[src/rtl/pit_pkg.sv]
package pit_pkg;
   localparam int BYTE_W   = 8;
   localparam int MODE_W   = 3;
   localparam int DONE_BIT = 5;

   typedef enum logic [1:0] {
      PORT_CTRL  = 2'd0,
      PORT_DATA0 = 2'd1,
      PORT_DATA2 = 2'd2,
      PORT_IDLE  = 2'd3
   } pit_port_e;

   localparam logic [1:0] ACC_LOHI = 2'b11;
   localparam logic [1:0] SEL_CH0  = 2'b00;
   localparam logic [1:0] SEL_CH2  = 2'b10;

   typedef struct packed {
      logic [1:0]        sel;
      logic [1:0]        acc;
      logic [MODE_W-1:0] mode;
      logic              fmt;
   } pit_ctrl_t;
endpackage

[src/rtl/pit_ctrl_decode.sv]
module pit_ctrl_decode
   import pit_pkg::*;
#(
   parameter int NUM_CH = 2
) (
   input  logic                clk,
   input  logic                rst_n,
   input  logic                wr_en,
   input  logic [1:0]          wr_port,
   input  logic [BYTE_W-1:0]   wr_data,
   output logic [NUM_CH-1:0]   mode_we,
   output logic [MODE_W-1:0]   mode_val,
   output logic [NUM_CH-1:0]   load_we,
   output logic [2*BYTE_W-1:0] load_val,
   output logic                cfg_err,
   output logic                first_q
);
   localparam int LOAD_W = 2 * BYTE_W;

   pit_ctrl_t         cw;
   pit_port_e         port;
   logic              is_ctrl, is_data, acc_ok, sel_ok, bad;
   logic              data_idx;
   logic [BYTE_W-1:0] low_q;
   logic              err_q;

   always_comb begin
      port     = pit_port_e'(wr_port);
      cw       = pit_ctrl_t'(wr_data);
      is_ctrl  = wr_en && (port == PORT_CTRL);
      is_data  = wr_en && ((port == PORT_DATA0) || (port == PORT_DATA2));
      data_idx = (port == PORT_DATA2);
      acc_ok   = (cw.acc == ACC_LOHI);
      sel_ok   = (cw.sel == SEL_CH0) || (cw.sel == SEL_CH2);
      bad      = is_ctrl && !(acc_ok && sel_ok);
      mode_we  = '0;
      mode_we[0] = is_ctrl && acc_ok && (cw.sel == SEL_CH0);
      mode_we[NUM_CH-1] = is_ctrl && acc_ok && (cw.sel == SEL_CH2);
      mode_val = cw.mode;
      load_we  = '0;
      load_we[0] = is_data && first_q && !data_idx;
      load_we[NUM_CH-1] = is_data && first_q && data_idx;
      load_val = LOAD_W'({wr_data, low_q});
   end

   always_ff @(posedge clk) begin
      if (!rst_n) begin
         first_q <= 1'b0;
         low_q   <= '0;
         err_q   <= 1'b0;
      end else begin
         err_q <= bad;
         if (is_data) begin
            if (first_q) begin
               first_q <= 1'b0;
            end else begin
               first_q <= 1'b1;
               low_q   <= wr_data;
            end
         end
      end
   end

   assign cfg_err = err_q;
endmodule

[src/rtl/pit_counter.sv]
module pit_counter
   import pit_pkg::*;
#(
   parameter int CNT_W       = 16,
   parameter bit ZERO_IS_MAX = 1'b1
) (
   input  logic              clk,
   input  logic              rst_n,
   input  logic              tick,
   input  logic              mode_we,
   input  logic [MODE_W-1:0] mode_in,
   input  logic              load_we,
   input  logic [CNT_W-1:0]  load_val,
   output logic              expire,
   output logic              done
);
   localparam int FULL_W = CNT_W + 1;

   logic [FULL_W-1:0] full_load;
   logic [FULL_W-1:0] cnt_q, reload_q;
   logic [MODE_W-1:0] mode_q;
   logic              run_q, done_q, exp_q;
   logic              at_end, one_shot;

   generate
      if (ZERO_IS_MAX) begin : g_zero_max
         assign full_load = (load_val == '0) ? (FULL_W'(1) << CNT_W)
                                             : FULL_W'(load_val);
      end else begin : g_zero_one
         assign full_load = (load_val == '0) ? FULL_W'(1)
                                             : FULL_W'(load_val);
      end
   endgenerate

   assign at_end   = (cnt_q == FULL_W'(1));
   assign one_shot = (mode_q == '0);

   always_ff @(posedge clk) begin
      if (!rst_n) begin
         cnt_q    <= '0;
         reload_q <= '0;
         mode_q   <= '0;
         run_q    <= 1'b0;
         done_q   <= 1'b0;
         exp_q    <= 1'b0;
      end else begin
         exp_q <= 1'b0;
         if (mode_we) mode_q <= mode_in;
         if (load_we) begin
            cnt_q    <= full_load;
            reload_q <= full_load;
            run_q    <= 1'b1;
            done_q   <= 1'b0;
         end else if (run_q && tick) begin
            if (at_end) begin
               exp_q <= 1'b1;
               if (one_shot) begin
                  run_q  <= 1'b0;
                  done_q <= 1'b1;
               end else begin
                  cnt_q <= reload_q;
               end
            end else begin
               cnt_q <= cnt_q - FULL_W'(1);
            end
         end
      end
   end

   assign expire = exp_q;
   assign done   = done_q;
endmodule

[src/rtl/pit_timer.sv]
module pit_timer
   import pit_pkg::*;
#(
   parameter int CNT_W       = 16,
   parameter bit ZERO_IS_MAX = 1'b1
) (
   input  logic              clk,
   input  logic              rst_n,
   input  logic              wr_en,
   input  logic [1:0]        wr_port,
   input  logic [BYTE_W-1:0] wr_data,
   input  logic              tick,
   output logic [BYTE_W-1:0] rd_status,
   output logic              cfg_err,
   output logic [1:0]        expire
);
   localparam int NUM_CH = 2;
   localparam int LOAD_W = 2 * BYTE_W;
   localparam logic [BYTE_W-1:0] DONE_BYTE = BYTE_W'(1) << DONE_BIT;

   generate
      if (CNT_W != LOAD_W) begin : g_bad_width
         $error("pit_timer: CNT_W must equal two data bytes");
      end
      if (DONE_BIT >= BYTE_W) begin : g_bad_bit
         $error("pit_timer: status bit outside the byte");
      end
   endgenerate

   logic [NUM_CH-1:0] mode_we, load_we, ch_done, ch_exp;
   logic [MODE_W-1:0] mode_val;
   logic [LOAD_W-1:0] load_val;
   logic              seq_first;

   pit_ctrl_decode #(.NUM_CH(NUM_CH)) i_dec (
      .clk      (clk),
      .rst_n    (rst_n),
      .wr_en    (wr_en),
      .wr_port  (wr_port),
      .wr_data  (wr_data),
      .mode_we  (mode_we),
      .mode_val (mode_val),
      .load_we  (load_we),
      .load_val (load_val),
      .cfg_err  (cfg_err),
      .first_q  (seq_first)
   );

   generate
      for (genvar c = 0; c < NUM_CH; c++) begin : g_ch
         pit_counter #(.CNT_W(CNT_W), .ZERO_IS_MAX(ZERO_IS_MAX)) i_cnt (
            .clk      (clk),
            .rst_n    (rst_n),
            .tick     (tick),
            .mode_we  (mode_we[c]),
            .mode_in  (mode_val),
            .load_we  (load_we[c]),
            .load_val (CNT_W'(load_val)),
            .expire   (ch_exp[c]),
            .done     (ch_done[c])
         );
      end
   endgenerate

   assign expire    = ch_exp;
   assign rd_status = ch_done[NUM_CH-1] ? DONE_BYTE : '0;
endmodule

[config.mk]
export PLATFORM = sky130hd
export DESIGN_NAME = pit_timer
export DESIGN_NICKNAME = d
export VERILOG_FILES = /design/src/rtl/pit_pkg.sv /design/src/rtl/pit_ctrl_decode.sv /design/src/rtl/pit_counter.sv /design/src/rtl/pit_timer.sv
export SDC_FILE = /design/constraint.sdc
export NUM_CORES = 1
export LEC_CHECK = 0
export BUFFER_PORTS_ARGS = -buffer_cell sky130_fd_sc_hd__buf_2
export CAP_MARGIN = 5
export CELL_PAD_IN_SITES_DETAIL_PLACEMENT = 1
export CELL_PAD_IN_SITES_GLOBAL_PLACEMENT = 1
export CORE_UTILIZATION = 46
export DETAILED_ROUTE_END_ITERATION = 6
export PLACE_DENSITY_LB_ADDON = 0.3
export SLEW_MARGIN = 20
export SYNTH_ARGS = -nofsm -noshare
export SYNTH_HDL_FRONTEND = slang
export SYNTH_SLANG_ARGS = --single-unit
[constraint.sdc]
create_clock -name clk -period 3.18 [get_ports clk]
set_clock_uncertainty 0.05 [all_clocks]
set_input_delay 0.636 -clock clk [delete_from_list [all_inputs] [get_ports clk]]
set_output_delay 0.636 -clock clk [all_outputs]
set_load 0.05 [all_outputs]
==> results.py, run 1 <==
metrics = {
    "outcome": {
        "status": "complete, no violations",
    },
    "place": {
        "gp_congestion": 0.903,
        "portBuffers": 17,
        "dp_hpwl_um": 9890,
        "place_inst": 704,
        "post-place-ws_ns": 0.292,
        "placed_area_um2": 4790,
    },
    "finish": {
        "drive_gt1_share_pct": 9.88,
        "design_area_um2": 4960,
        "ff_latch_area_um2": 1780,
        "fin_cells": 720,
        "fin_nets": 602,
        "multiInputGateArea_um2": 2610,
        "nFillCells": 1219,
        "diodes": 0,
        "area_growth_pct": 6.78,
    },
    "synth": {
        "yosysSeqAreaShare_pct": 38.3,
        "synth_edf_count": 0,
        "synth.mux.area_fraction_pct": 3.45,
        "synth_common_cells": "nand2_1, dfxtp_1, a21oi_1",
        "synth-main-ff-cell": "dfxtp_1",
        "synth.ff_latch_count": 89,
        "synth-adder-area-share_pct": 1.62,
        "yosys.area_share.simple_pct": 25.9,
        "synth_area_leaders": "dfxtp_1, nand2_1, a21oi_1, mux2i_1, nor2_1",
        "synth-xor-area-share_pct": 2.45,
        "ys_warn_count": 0,
        "synth_compound_area_share_pct": 22.1,
        "syn_area_per_cell_um2": 7.95,
        "ys_async_sr_fraction_pct": 0,
        "synthCells": 585,
        "synth.cell_area_um2": 4650,
        "yosysMostFrequentCell": "nand2_1",
        "synth_cell_types": 64,
        "synth_top_area_share_pct": 38.3,
        "synth_top_family_by_area": "simple AND/OR/NAND/NOR gates",
        "synth_area_leader_cell": "dfxtp_1",
    },
    "pwr": {
        "powerDensity_nw_per_um2": 447,
        "cellLeakagePower_nw": 1.92,
        "ir_worst_vdd_v": 0.000233,
    },
    "sta": {
        "setup_ws_ns": 0.573,
        "setup_tns_ns": 0,
        "worstMarginPinSlew_ns": 0.708,
        "timing.final.crit_period_ns": 2.61,
        "hold_ws_ns": 0.408,
        "fmax_mhz": 384,
        "final.period_utilization_pct": 82.0,
        "rsz0062_at_grt": "no",
        "relSlewSlack_pct": 52.7,
        "finalSetupViolCount": 0,
        "hold_violations": 0,
        "drv_slew": 0,
    },
    "clocking": {
        "cts_tree": "yes",
        "path_clk_slew_ns": 0.09,
        "cts_max_level": 3,
        "cts_root_buffer": "clkbuf_8",
        "post-cts-setup-buffers": 0,
        "cts_sinks": 89,
        "clockBufferDepth": 2,
        "postCtsHoldBufs": 0,
        "cts_made_buffers": 9,
        "ctsResizeCount": 0,
        "clock_latency_ns": 0.36,
    },
    "global_routing": {
        "grt_max_degree": 50,
        "grt_pass1_vias": 4400,
        "grt_pass1_wl_um": 22800,
        "track_usage_pct": 28.4,
        "grt_antenna_before_repair": 0,
        "grt_overflow": 0,
    },
    "die": {
        "fp.dieH_um": 103,
        "die_area_um2": 10500,
        "rows": 36,
        "io_pins": 25,
        "die_w_um": 103,
        "start_util_pct": 47.6,
        "core_um2": 9770,
    },
    "setup_path": {
        "critPathTopFamily": "simple AND/OR/NAND/NOR gates",
        "worstPathCellList": "nor4_4, and4_1, a21oi_1, buf_4, a221oi_1, nor4_1",
        "crit_required_ns": 3.35,
        "cp_num_buf_inv": 1,
        "end_kind": "flip-flop",
        "crit_slowest_cell": "nor4_4",
        "crit_type": "flip-flop to flip-flop",
        "slowest_delay_ns": 0.63,
        "start_kind": "flip-flop",
        "cp.arrival_ns": 2.78,
        "path_max_fanout": 9,
    },
    "drt": {
        "dr.pass1.iters": 5,
        "wirelength_um": 14000,
        "final_antenna_net_count": 0,
        "vias": 4454,
        "vias_per_cell": 6.19,
        "drt_iter0_drc": 305,
        "drc": 0,
        "wl_per_cell_um": 19.4,
    },
    "run": {
        "cap_violations": 0,
    },
    "worst_hold_path": {
        "hold_path_class": "flip-flop to flip-flop",
    },
}
[per-layer routing]
| metal | vias to the layer above | global-route usage, % | part of all wire [%] |
|---|---|---|---|
| met4 | 0 | 10.7 | 2.2 |
| li1 | 2117 | - | - |
| met2 | 119 | 45.3 | 47 |
| met1 | 2191 | 39.5 | 47 |
| met5 | - | 0 | 0 |
| met3 | 27 | 3.19 | 4.2 |
[power by group]
group          total, W  leakage, nW  internal, W  switching [W]
Clock          0.000736       0.0867     0.000328       0.000408
Combinational  0.000314         1.11     0.000107       0.000207
Sequential      0.00117        0.719      0.00113      0.0000332
Total           0.00222         1.92      0.00157       0.000648
[state kept, by name, summed over array words and instances, names as in the netlist]
signal and cells:
i_dec.cfg_err 1, g_ch.i_cnt.done 1, i_dec.low_q 8, g_ch.i_cnt.run_q 2, g_ch.i_cnt.expire 2, g_ch.i_cnt.mode_q 6, i_dec.first_q 1, g_ch.i_cnt.cnt_q 34
g_ch.i_cnt.reload_q 34
[final cells by class]
| type | instances | share of cell area, % |
|---|---|---|
| clock buffer | 14 | 3.28 |
| clock inverter | 2 | 0.252 |
| inverter | 8 | 0.605 |
| multi-input combinational | 442 | 52.6 |
| sequential | 89 | 35.9 |
| tap | 133 | 3.35 |
| timing repair buffer | 32 | 3.98 |
[kinds of logic (layout without fill, tap and decap cells)]
kind of cell / after synthesis / count (layout)
AO/OA/AOI/OAI: 163 / 163
XOR/XNOR: 13 / 13
adder cells (fa/ha/maj): 6 / 6
buffers and inverters: 60 / 56
flip-flops: 89 / 89
multiplexers: 16 / 16
other: 1 / 7
AND/OR/NAND/NOR: 237 / 237
[cell usage in the layout, fill, tap and decap left out, types with 3 or more instances in the layout]
| master | count |
|---|---|
| a211oi_1 | 9 |
| a21oi_1 | 62 |
| a221o_1 | 7 |
| a22oi_1 | 12 |
| a31oi_1 | 12 |
| and2_1 | 4 |
| and4_1 | 5 |
| buf_2 | 17 |
| buf_4 | 15 |
| clkbuf_1 | 3 |
| clkbuf_8 | 11 |
| conb_1 | 7 |
| dfxtp_1 | 89 |
| ha_1 | 6 |
| inv_1 | 8 |
| mux2i_1 | 16 |
| nand2_1 | 102 |
| nand3_1 | 12 |
| nand4_1 | 11 |
| nor2_1 | 38 |
| nor3_1 | 17 |
| nor3b_1 | 3 |
| nor4_1 | 12 |
| nor4_2 | 3 |
| o211ai_1 | 4 |
| o21a_1 | 3 |
| o21ai_0 | 20 |
| o21ai_1 | 6 |
| o22ai_1 | 4 |
| o311a_1 | 3 |
| o31ai_1 | 5 |
| or3_1 | 5 |
| or4_1 | 4 |
| xnor2_1 | 7 |
| xor2_1 | 6 |
[final timing paths]
check        cells past startpoint                                      to  slack, ns                                    from
max                              6     g_ch[1].i_cnt.cnt_q[8]$_SDFFE_PN0P_       0.57     g_ch[1].i_cnt.cnt_q[4]$_SDFFE_PN0P_
min                              2  g_ch[1].i_cnt.reload_q[7]$_SDFFE_PN0P_       0.41  g_ch[1].i_cnt.reload_q[7]$_SDFFE_PN0P_
max reg2reg                      6     g_ch[1].i_cnt.cnt_q[8]$_SDFFE_PN0P_       0.57     g_ch[1].i_cnt.cnt_q[4]$_SDFFE_PN0P_
min reg2reg                      2  g_ch[1].i_cnt.reload_q[7]$_SDFFE_PN0P_       0.41  g_ch[1].i_cnt.reload_q[7]$_SDFFE_PN0P_
[tightest hold or removal path, stage by stage, from the launching register on]
cell and delay (ns):
dfxtp_1 0.32, nand2_1 0.05, a21oi_1 0.05
[stage by stage]
stage                     utilization [%]  total power, W
after global routing                 50.8         0.00230
after floorplan                         -         0.00142
after detailed placement             49.0         0.00150
after global placement               49.0         0.00149
after CTS                            50.8         0.00222
final                                50.8         0.00222
(Power assumes the default switching activity.)
==> inputs of run 2 (changes only) <==
Settings changed: CORE_UTILIZATION 46 to 41.
Clock period 3.18 ns to 2.3 ns, I/O delays scaled along.
==> results.py, run 2 (synthesized netlist as in run 1, its figures left out) <==
metrics = {
    "clocking": {
        "cts_made_buffers": 9,
        "cts_max_level": 3,
        "postCtsHoldBufs": 0,
        "path_clk_slew_ns": 0.06,
        "cts_sinks": 89,
        "clockBufferDepth": 2,
        "cts_root_buffer": "clkbuf_16",
        "clock_latency_ns": 0.34,
        "cts_tree": "yes",
    },
    "finish": {
        "fin_nets": 636,
        "area_growth_pct": 16.2,
        "drive_gt1_share_pct": 15.0,
        "reg_top3": "g_ch.i_cnt.cnt_q: 34 flops, g_ch.i_cnt.reload_q: 34 flops, i_dec.low_q: 8 flops",
        "fin_cells": 761,
        "mostFrequentLayoutCells": "nand2_1, dfxtp_1, a21oi_1",
        "final_common_cell": "nand2_1",
        "diodes": 0,
    },
    "pwr": {
        "ir_worst_vdd_v": 0.000292,
        "powerDensity_nw_per_um2": 682,
        "switching_share_pct": 26.6,
        "combPwrFrac_pct": 13.3,
        "clkPwrFrac_pct": 42.9,
        "switching_power_w": 0.000979,
        "p_int_w": 0.00270,
        "seq_power_share_pct": 43.8,
        "cellLeakagePower_nw": 2.15,
    },
    "setup_path": {
        "worstPathCellList": "ha_1, or4b_1, buf_4, o21ai_0, o22ai_1, o21ai_0, a21oi_1",
        "end_kind": "flip-flop",
        "crit_required_ns": 2.48,
        "start_kind": "flip-flop",
        "crit_type": "flip-flop to flip-flop",
        "path_max_fanout": 7,
        "slowest_delay_ns": 0.50,
        "critPathTopFamily": "compound AO/OA/AOI/OAI gates",
        "cp.arrival_ns": 2.36,
        "crit_slowest_cell": "or4b_1",
        "cp_num_buf_inv": 1,
        "cp_common_cell": "o21ai_0",
    },
    "drt": {
        "wirelength_um": 15300,
        "drc": 0,
        "drt-met1-wl_um": 7000,
        "route.met2.wl_um": 7320,
        "final_antenna_net_count": 0,
        "dr.pass1.iters": 5,
        "vias": 4601,
        "drt_iter0_drc": 271,
        "vias_per_cell": 6.05,
        "wl_per_cell_um": 20.1,
        "top_layer_used": "met4",
        "wl_met3_um": 710,
    },
    "sta": {
        "final.period_utilization_pct": 94.9,
        "relSlewSlack_pct": 61.1,
        "rsz0062_at_grt": "no",
        "setup_tns_ns": 0,
        "finalSetupViolCount": 0,
        "setup_ws_ns": 0.118,
        "fmax_mhz": 458,
        "worstMarginPinSlew_ns": 0.584,
        "hold_violations": 0,
        "hold_ws_ns": 0.402,
        "timing.final.crit_period_ns": 2.18,
        "drv_slew": 0,
    },
    "die": {
        "rows": 38,
        "start_util_pct": 42.5,
        "io_pins": 25,
        "fp.dieH_um": 108,
        "die_area_um2": 11800,
        "die_w_um": 108,
        "core_um2": 10900,
    },
    "place": {
        "gp_congestion": 0.874,
        "place_inst": 745,
        "post-place-ws_ns": -0.00824,
        "dp_hpwl_um": 10800,
        "portBuffers": 17,
    },
    "outcome": {
        "status": "complete, no violations",
    },
    "global_routing": {
        "grt_pass1_wl_um": 25000,
        "grt_antenna_before_repair": 0,
        "grt_overflow": 0,
        "grt_max_degree": 55,
        "track_usage_pct": 27.7,
        "grt_pass1_vias": 4803,
    },
    "worst_hold_path": {
        "hold_path_class": "primary input to flip-flop",
    },
    "run": {
        "cap_violations": 0,
    },
}
## run 2: cell type report
cell class | count | area [um^2]
multi-input cells | 442 | 2620
fillers | 1365 | 5540
inverters | 8 | 30.0
repair buffers | 66 | 478
clock inverters | 5 | 80.1
well taps | 140 | 175
flip-flops and latches | 89 | 1780
clock buffers | 11 | 233
## run 2: through the flow
step	area (um^2)	total power [W]	util, %
2_1_floorplan	4670	0.00196	-
3_3_place_gp	5070	0.00210	46.4
3_5_place_dp	5070	0.00212	46.4
4_1_cts	5390	0.00368	49.3
5_1_grt	5400	0.00379	49.4
6_report	5400	0.00368	49.4
## run 2: per-layer routing
| layer | track usage, % | vias to the layer above |
|---|---|---|
| met5 | 0 | - |
| met4 | 9.27 | 0 |
| met3 | 2.89 | 17 |
| met2 | 46.5 | 123 |
| met1 | 37.1 | 2289 |
| li1 | - | 2172 |
## run 2: path summary, 6_finish.rpt
path | slack, ns | endpoint | startpoint | cells past startpoint
setup / recovery | 0.12 | g_ch[1].i_cnt.cnt_q[11]$_SDFFE_PN0P_ | g_ch[1].i_cnt.cnt_q[0]$_SDFFE_PN0P_ | 7
setup reg to reg | 0.12 | g_ch[1].i_cnt.cnt_q[11]$_SDFFE_PN0P_ | g_ch[1].i_cnt.cnt_q[0]$_SDFFE_PN0P_ | 7
hold / removal | 0.40 | g_ch[1].i_cnt.reload_q[8]$_SDFFE_PN0P_ | wr_data[0] | 3
hold reg to reg | 0.41 | g_ch[1].i_cnt.reload_q[9]$_SDFFE_PN0P_ | g_ch[1].i_cnt.reload_q[9]$_SDFFE_PN0P_ | 2
## run 2: power by group through the flow
stage               clock network, W  registers [W]  logic (W)
floorplan                          0        0.00163   0.000326
global placement                   0        0.00165   0.000458
detailed placement                 0        0.00165   0.000473
CTS                          0.00159        0.00161   0.000484
global route                 0.00165        0.00162   0.000528
finish                       0.00158        0.00161   0.000489
## run 2: what timing repair did
item | 4_1_cts | 5_1_grt
endpoints found under the setup margin | 0 | 4
setup buffers | 0 | 0
resized for setup | 0 | 2
endpoints found under the hold margin | 0 | 0
## run 2: worst reg2reg max path, stage by stage (launching register included)
cell and delay (ns):
dfxtp_1 0.46, ha_1 0.23, or4b_1 0.50, buf_4 0.19
o21ai_0 0.25, o22ai_1 0.11, o21ai_0 0.21, a21oi_1 0.07
